--- src/rtl/segdisp_pkg.sv ---
package segdisp_pkg;
  localparam int BYTE_BITS = 8;
  localparam int BIT_W     = $clog2(BYTE_BITS);

  typedef enum logic [2:0] {
    ST_IDLE,
    ST_ADDR,
    ST_AACK,
    ST_WDAT,
    ST_WACK,
    ST_RDAT,
    ST_RACK,
    ST_SKIP
  } slv_state_e;
endpackage

--- src/rtl/segdisp_cond.sv ---
module segdisp_cond (
  input  logic clk,
  input  logic rst_n,
  input  logic scl,
  input  logic sda,
  output logic scl_rise,
  output logic scl_fall,
  output logic start_ev,
  output logic stop_ev
);
  logic scl_q, sda_q;

  always_ff @(posedge clk or negedge rst_n) begin
    if (!rst_n) begin
      scl_q <= 1'b1;
      sda_q <= 1'b1;
    end else begin
      scl_q <= scl;
      sda_q <= sda;
    end
  end

  assign scl_rise = scl & ~scl_q;
  assign scl_fall = ~scl & scl_q;
  // SDA edges while SCL is steadily high mark bus conditions
  assign start_ev = scl & scl_q & sda_q & ~sda;
  assign stop_ev  = scl & scl_q & ~sda_q & sda;
endmodule

--- src/rtl/segdisp_store.sv ---
module segdisp_store #(
  parameter int DATA_BITS = 128
) (
  input  logic                 clk,
  input  logic                 rst_n,
  input  logic                 shift_en,
  input  logic                 rot_en,
  input  logic                 bit_in,
  input  logic                 auto_latch,
  input  logic                 ext_latch,
  output logic                 head_bit,
  output logic [DATA_BITS-1:0] disp
);
  logic [DATA_BITS-1:0] sr_q, sr_d, disp_q, disp_d;

  always_comb begin
    sr_d = sr_q;
    if (shift_en)
      sr_d = {sr_q[DATA_BITS-2:0], bit_in};
    else if (rot_en)
      sr_d = {sr_q[DATA_BITS-2:0], sr_q[DATA_BITS-1]};
    disp_d = disp_q;
    if (auto_latch || ext_latch)
      disp_d = sr_d;
  end

  always_ff @(posedge clk or negedge rst_n) begin
    if (!rst_n) begin
      sr_q   <= '0;
      disp_q <= '0;
    end else begin
      sr_q   <= sr_d;
      disp_q <= disp_d;
    end
  end

  assign head_bit = sr_q[DATA_BITS-1];
  assign disp     = disp_q;
endmodule

--- src/rtl/segdisp_ctrl.sv ---
module segdisp_ctrl
  import segdisp_pkg::*;
#(
  parameter int                DATA_BITS = 128,
  parameter int                PREFIX_W  = 4,
  parameter logic [PREFIX_W-1:0] PREFIX  = 4'b0111,
  parameter int                STRAP_W   = 3
) (
  input  logic               clk,
  input  logic               rst_n,
  input  logic               scl,
  input  logic               sda,
  input  logic               scl_rise,
  input  logic               scl_fall,
  input  logic               start_ev,
  input  logic               stop_ev,
  input  logic [STRAP_W-1:0] strap,
  input  logic               latch_en,
  input  logic               head_bit,
  output logic               shift_en,
  output logic               rot_en,
  output logic               auto_latch,
  output logic               ext_latch,
  output logic               sda_pull
);
  localparam int ADDR_W = PREFIX_W + STRAP_W;
  localparam int CNT_W  = $clog2(DATA_BITS);
  localparam logic [CNT_W-1:0] LAST = CNT_W'(DATA_BITS - 1);
  localparam logic [BIT_W-1:0] BYTE_END = BIT_W'(BYTE_BITS - 1);

  slv_state_e        state_q, state_d;
  logic [BIT_W-1:0]  bit_q, bit_d;
  logic [ADDR_W-1:0] addr_q, addr_d;
  logic [CNT_W-1:0]  dcnt_q, dcnt_d;
  logic              rd_q, rd_d;
  logic              full_q, full_d;
  logic              pull_q, pull_d;
  logic              len_q;

  always_comb begin
    state_d    = state_q;
    bit_d      = bit_q;
    addr_d     = addr_q;
    dcnt_d     = dcnt_q;
    rd_d       = rd_q;
    full_d     = full_q;
    pull_d     = pull_q;
    shift_en   = 1'b0;
    rot_en     = 1'b0;
    auto_latch = 1'b0;
    if (start_ev) begin
      state_d = ST_ADDR;
      bit_d   = '0;
      pull_d  = 1'b0;
    end else if (stop_ev) begin
      state_d = ST_IDLE;
      pull_d  = 1'b0;
    end else if (scl_rise) begin
      case (state_q)
        ST_ADDR: begin
          addr_d = {addr_q[ADDR_W-2:0], sda};
          bit_d  = bit_q + BIT_W'(1);
          if (bit_q == BYTE_END) begin
            if (addr_q == {PREFIX, strap}) begin
              state_d = ST_AACK;
              rd_d    = sda;
              dcnt_d  = '0;
              full_d  = 1'b0;
            end else begin
              state_d = ST_IDLE;
            end
          end
        end
        ST_AACK: begin
          state_d = rd_q ? ST_RDAT : ST_WDAT;
          bit_d   = '0;
        end
        ST_WDAT, ST_RDAT: begin
          shift_en = (state_q == ST_WDAT);
          rot_en   = (state_q == ST_RDAT);
          bit_d    = bit_q + BIT_W'(1);
          if (dcnt_q == LAST) begin
            dcnt_d     = '0;
            full_d     = 1'b1;
            auto_latch = latch_en & (state_q == ST_WDAT);
          end else begin
            dcnt_d = dcnt_q + CNT_W'(1);
          end
          if (bit_q == BYTE_END)
            state_d = (state_q == ST_WDAT) ? ST_WACK : ST_RACK;
        end
        ST_WACK: begin
          state_d = full_q ? ST_SKIP : ST_WDAT;
          bit_d   = '0;
        end
        ST_RACK: begin
          bit_d = '0;
          if (sda)
            state_d = ST_IDLE;
          else
            state_d = full_q ? ST_SKIP : ST_RDAT;
        end
        ST_SKIP: begin
          full_d  = 1'b0;
          state_d = rd_q ? ST_RDAT : ST_WDAT;
        end
        default: ;
      endcase
    end else if (scl_fall) begin
      case (state_q)
        ST_AACK, ST_WACK: pull_d = 1'b1;
        ST_RDAT:          pull_d = ~head_bit;
        default:          pull_d = 1'b0;
      endcase
    end
  end

  always_ff @(posedge clk or negedge rst_n) begin
    if (!rst_n) begin
      state_q <= ST_IDLE;
      bit_q   <= '0;
      addr_q  <= '0;
      dcnt_q  <= '0;
      rd_q    <= 1'b0;
      full_q  <= 1'b0;
      pull_q  <= 1'b0;
      len_q   <= 1'b1;
    end else begin
      state_q <= state_d;
      bit_q   <= bit_d;
      addr_q  <= addr_d;
      dcnt_q  <= dcnt_d;
      rd_q    <= rd_d;
      full_q  <= full_d;
      pull_q  <= pull_d;
      len_q   <= latch_en;
    end
  end

  assign ext_latch = latch_en & ~len_q & scl;
  assign sda_pull  = pull_q;
endmodule

--- src/rtl/segdisp_slave.sv ---
module segdisp_slave #(
  parameter int DATA_BITS = 128,
  parameter int STRAP_W   = 3,
  parameter int PREFIX_W  = 4,
  parameter logic [PREFIX_W-1:0] PREFIX = 4'b0111
) (
  input  logic                 clk,
  input  logic                 rst_n,
  input  logic                 bus_scl,
  input  logic                 bus_sda,
  input  logic [STRAP_W-1:0]   addr_strap,
  input  logic                 latch_en,
  output logic                 sda_drive_low,
  output logic [DATA_BITS-1:0] seg_latch
);
  logic scl_rise, scl_fall, start_ev, stop_ev;
  logic shift_en, rot_en, auto_latch, ext_latch, head_bit;

  segdisp_cond u_cond (
    .clk      (clk),
    .rst_n    (rst_n),
    .scl      (bus_scl),
    .sda      (bus_sda),
    .scl_rise (scl_rise),
    .scl_fall (scl_fall),
    .start_ev (start_ev),
    .stop_ev  (stop_ev)
  );

  segdisp_ctrl #(
    .DATA_BITS (DATA_BITS),
    .PREFIX_W  (PREFIX_W),
    .PREFIX    (PREFIX),
    .STRAP_W   (STRAP_W)
  ) u_ctrl (
    .clk        (clk),
    .rst_n      (rst_n),
    .scl        (bus_scl),
    .sda        (bus_sda),
    .scl_rise   (scl_rise),
    .scl_fall   (scl_fall),
    .start_ev   (start_ev),
    .stop_ev    (stop_ev),
    .strap      (addr_strap),
    .latch_en   (latch_en),
    .head_bit   (head_bit),
    .shift_en   (shift_en),
    .rot_en     (rot_en),
    .auto_latch (auto_latch),
    .ext_latch  (ext_latch),
    .sda_pull   (sda_drive_low)
  );

  segdisp_store #(
    .DATA_BITS (DATA_BITS)
  ) u_store (
    .clk        (clk),
    .rst_n      (rst_n),
    .shift_en   (shift_en),
    .rot_en     (rot_en),
    .bit_in     (bus_sda),
    .auto_latch (auto_latch),
    .ext_latch  (ext_latch),
    .head_bit   (head_bit),
    .disp       (seg_latch)
  );
endmodule

--- config.mk ---
export PLATFORM = sky130hd
export DESIGN_NAME = segdisp_slave
export DESIGN_NICKNAME = d
export VERILOG_FILES = /design/src/rtl/segdisp_pkg.sv /design/src/rtl/segdisp_cond.sv /design/src/rtl/segdisp_store.sv /design/src/rtl/segdisp_ctrl.sv /design/src/rtl/segdisp_slave.sv
export SDC_FILE = /design/constraint.sdc
export NUM_CORES = 1
export LEC_CHECK = 0
export BUFFER_PORTS_ARGS = -buffer_cell sky130_fd_sc_hd__buf_4
export CORE_MARGIN = 2
export CORE_UTILIZATION = 45
export CTS_BUF_LIST = sky130_fd_sc_hd__clkbuf_16
export DETAILED_ROUTE_END_ITERATION = 10
export HOLD_SLACK_MARGIN = 0.12
export SETUP_SLACK_MARGIN = 0.1
export SLEW_MARGIN = 20
export SYNTH_ARGS = -nofsm -noshare
export SYNTH_HDL_FRONTEND = slang
export SYNTH_HIERARCHICAL = 1
export SYNTH_SLANG_ARGS = --single-unit
--- constraint.sdc ---
create_clock -name clk -period 3.2 [get_ports clk]
set_clock_uncertainty 0.15 [all_clocks]
set_input_delay 0.16 -clock clk [delete_from_list [all_inputs] [get_ports clk]]
set_output_delay 0.16 -clock clk [all_outputs]
set_load 0.02 [all_outputs]
==> flow_summary_export.csv <==
group,metric,value,unit
run_status,status,"finished, final reports clean",
timing,hold_viol,0,
global_routing,grt_overflow,0,
floorplanning,dieArea,0.0259,mm2
synthesis,synth_cells,690,
global_routing,antenna_found_initial,0,
global_routing,first_global_vias,6591,
synthesis,yosysSeqAreaShare,63.6,%
detailed_routing,dr.pass1.iters,4,
timing,rsz0062_at_grt,"false",
timing,timing.fmax,349,MHz
pwr,clockPowerShare,44.3,%
pwr,peakVddDrop,385,uV
clocking,cts-root-buf,"clkbuf_16",
placed_design,portBuffers,136,
worst_setup_path,r2r_cells,9,
cells_and_area,final_cell_mix,"dfrtp_1 (279), mux2_2 (210), buf_4 (142)",
synthesis,ys_types,47,
floorplanning,pin_count,137,
worst_setup_path,worstPathCellList,"and4b_1 -> nor2_1 -> nand3_1 -> nor3_1 -> buf_4 -> and4_1 -> or2_4 -> buf_12 -> mux2_2",
worst_setup_path,slowest_stage,"dfstp_2",
placed_design,dpl_worst_slack,0.384,ns
floorplanning,die_w,161,um
global_routing,grt_max_degree,114,
clocking,cts_tree,"yes",
cells_and_area,final_common_cell,"dfrtp_1",
worst_setup_path,path_depth,9,
synthesis,syn_area_per_cell,16.1,um2
timing,fin_crit,2.86,ns
pwr,p_per_area,571,mW/mm2
worst_setup_path,critical_path_class,"reg -> reg",
worst_setup_path,crit_family,"simple AND/OR/NAND/NOR gates",
cells_and_area,nets,857,
detailed_routing,drt_iter0_markers,321,
pwr,p_comb_share,6.8,%
pwr,p_int,5.97,mW
global_routing,track_usage,15.9,%
job,cap_violations,0,
clocking,post_cts_buffers,0,
cells_and_area,drive_gt1_share,53.7,%
detailed_routing,wire_per_inst,16.8,um
floorplanning,core_area,0.0242,mm2
global_routing,grt_pass1_wl,34.3,mm
timing,tns,0,ns
placed_design,gp_congestion,0.796,
clocking,clk_pin_slew,0.06,ns
floorplanning,num_rows,57,
detailed_routing,drcViolationCount,0,
cells_and_area,antenna_cells,0,
timing,drv_slew,0,
synthesis,synth_warnings,6,
clocking,cts_resized,0,
worst_setup_path,arrival,3.14,ns
timing,min_period_over_period,89.4,%
detailed_routing,routed_wl,20.0,mm
floorplanning,die_h,161,um
cells_and_area,n_fill_cell,1964,
synthesis,syn-cell-area,0.0111,mm2
synthesis,synth_nets,701,
clocking,cts_max_level,1,
worst_hold_path,hold_path_class,"in -> async",
clocking,ctsLongestPathBuffers,3,
pwr,power.switching,1.79,mW
detailed_routing,vias,6108,
timing,setup_ws,0.338,ns
worst_setup_path,r2r-end,"u_store/disp[51]",
worst_setup_path,required,3.47,ns
synthesis,ys_ff_latch,282,
worst_setup_path,reg2reg_slack,0.34,ns
floorplanning,start_util,45.8,%
timing,tightest_slew,0.867,ns
pwr,switching_share,23.0,%
clocking,numCtsBuffers,29,
timing,setup_viol,0,
detailed_routing,ant_nets,0,
timing,max_slew_margin,42.2,%
detailed_routing,vias_per_cell,5.13,
worst_setup_path,cp-end-kind,"flip-flop",
clocking,worstSkewPairLatency,0.55,ns
worst_setup_path,endpoint,"u_store/disp[51]",
worst_setup_path,cp_num_buf_inv,2,
worst_setup_path,crit_path_start,"u_cond/sda_q",
worst_setup_path,critPathLaunchType,"flip-flop",
worst_setup_path,critical-path-max-stage-delay,0.52,ns
worst_setup_path,worst-path-max-fanout,59,
worst_setup_path,timing.rr.start,"u_cond/sda_q",
pwr,pwr-share-seq,48.9,%
pwr,p_leak,7.15,nW
clocking,cts_sinks,282,
placed_design,dp_hpwl,12.9,mm
cells_and_area,area_growth,22.3,%
-- cells in the mapped netlist (all sizes together) --
master	number	share of area [%]
a2111oi	1	0.079
a211oi	1	0.068
a21oi	5	0.23
a31oi	2	0.11
a32o	1	0.090
a41o	1	0.090
a41oi	2	0.33
and3	5	0.30
and4	1	0.079
and4b	2	0.18
and4bb	1	0.11
buf	28	1.5
clkbuf	2	0.068
dfrtp	279	63
dfstp	3	0.71
ha	3	0.34
inv	5	0.17
mux2	261	28
mux2i	1	0.090
nand2	18	0.61
nand2b	2	0.11
nand3	9	0.41
nand3b	1	0.068
nand4b	1	0.21
nor2	13	0.51
nor2b	6	0.34
nor3	2	0.090
nor4	1	0.19
o21ai	15	0.68
o21bai	1	0.068
o221ai	1	0.079
o22ai	3	0.17
o31ai	3	0.20
o41ai	1	0.079
or2	2	0.11
or3	1	0.056
or3b	1	0.079
or4	1	0.068
xor2	4	0.32
-- flip-flops by register name, indices dropped and copies added, names as in the netlist, 3 cells and up --
| register | count |
|---|---|
| u_ctrl/addr_q | 7 |
| u_ctrl/dcnt_q | 7 |
| u_store/disp | 128 |
| u_ctrl/state_q | 3 |
| u_ctrl/bit_q | 3 |
| u_store/sr_q | 128 |
-- logic make-up after synthesis --
kind of cell	Yosys count	synth area share, %
mux	262	28.3
simple gates	67	3.53
xor+xnor	4	0.316
flops	282	63.6
buf+inv	35	1.70
fa+ha+maj	3	0.338
compound gates	37	2.27
-- timing repair --
action	4_1_cts	5_1_grt
hold buffers	6	0
setup endpoints to repair	0	0
endpoints found under the hold margin	121	0
-- stage by stage --
step	cell area [um2]	cells	power, mW	hold slack [ns]	util, %
2_1_floorplan	11100	690	4.16	-0.286	-
3_3_place_gp	12500	1133	4.37	0.138	51.7
3_5_place_dp	12500	1133	4.39	0.149	51.7
4_1_cts	13600	1191	7.89	0.129	56.0
5_1_grt	13600	1191	8.13	0.143	56.0
6_report	13600	1191	7.76	0.114	56.0
-- per-layer routing --
metal / vias up / GRT usage (%) / share of wire [%]
li1: 2790 / - / -
met1: 3143 / 21.4 / 44
met2: 151 / 25.7 / 47
met3: 24 / 4.80 / 7.2
met4: 0 / 3.81 / 1.8
met5: - / 0 / 0
-- power by group through the flow --
stage                     logic, mW  registers, mW  clock network (mW)
after floorplan               0.304           3.86                   0
after global placement        0.513           3.85                   0
after global routing          0.595           3.81                3.72
final                         0.528           3.80                3.44
after CTS                     0.538           3.80                3.55
after detailed placement      0.531           3.86                   0
-- cell type report --
type | count | area, um2 | share of cell area, %
sequential | 282 | 7060 | 52.0
multi-input combinational | 373 | 3850 | 28.4
timing repair buffer | 155 | 1260 | 9.29
clock buffer | 29 | 726 | 5.34
tap | 324 | 405 | 2.99
clock inverter | 23 | 254 | 1.87
inverter | 5 | 18.8 | 0.138
-- worst min path at each step --
stage | from | end | slack (ns) | cells past startpoint
after floorplan | rst_n | u_ctrl/addr_q[0] | -0.29 | 0
after global placement | rst_n | u_ctrl/addr_q[4] | 0.14 | 1
after detailed placement | rst_n | u_ctrl/addr_q[3] | 0.15 | 1
after CTS | latch_en | u_ctrl/len_q | 0.13 | 2
after global routing | latch_en | u_ctrl/len_q | 0.14 | 2
final | rst_n | u_ctrl/addr_q[4] | 0.11 | 2
Note: power is estimated with default switching activity, not from simulation.
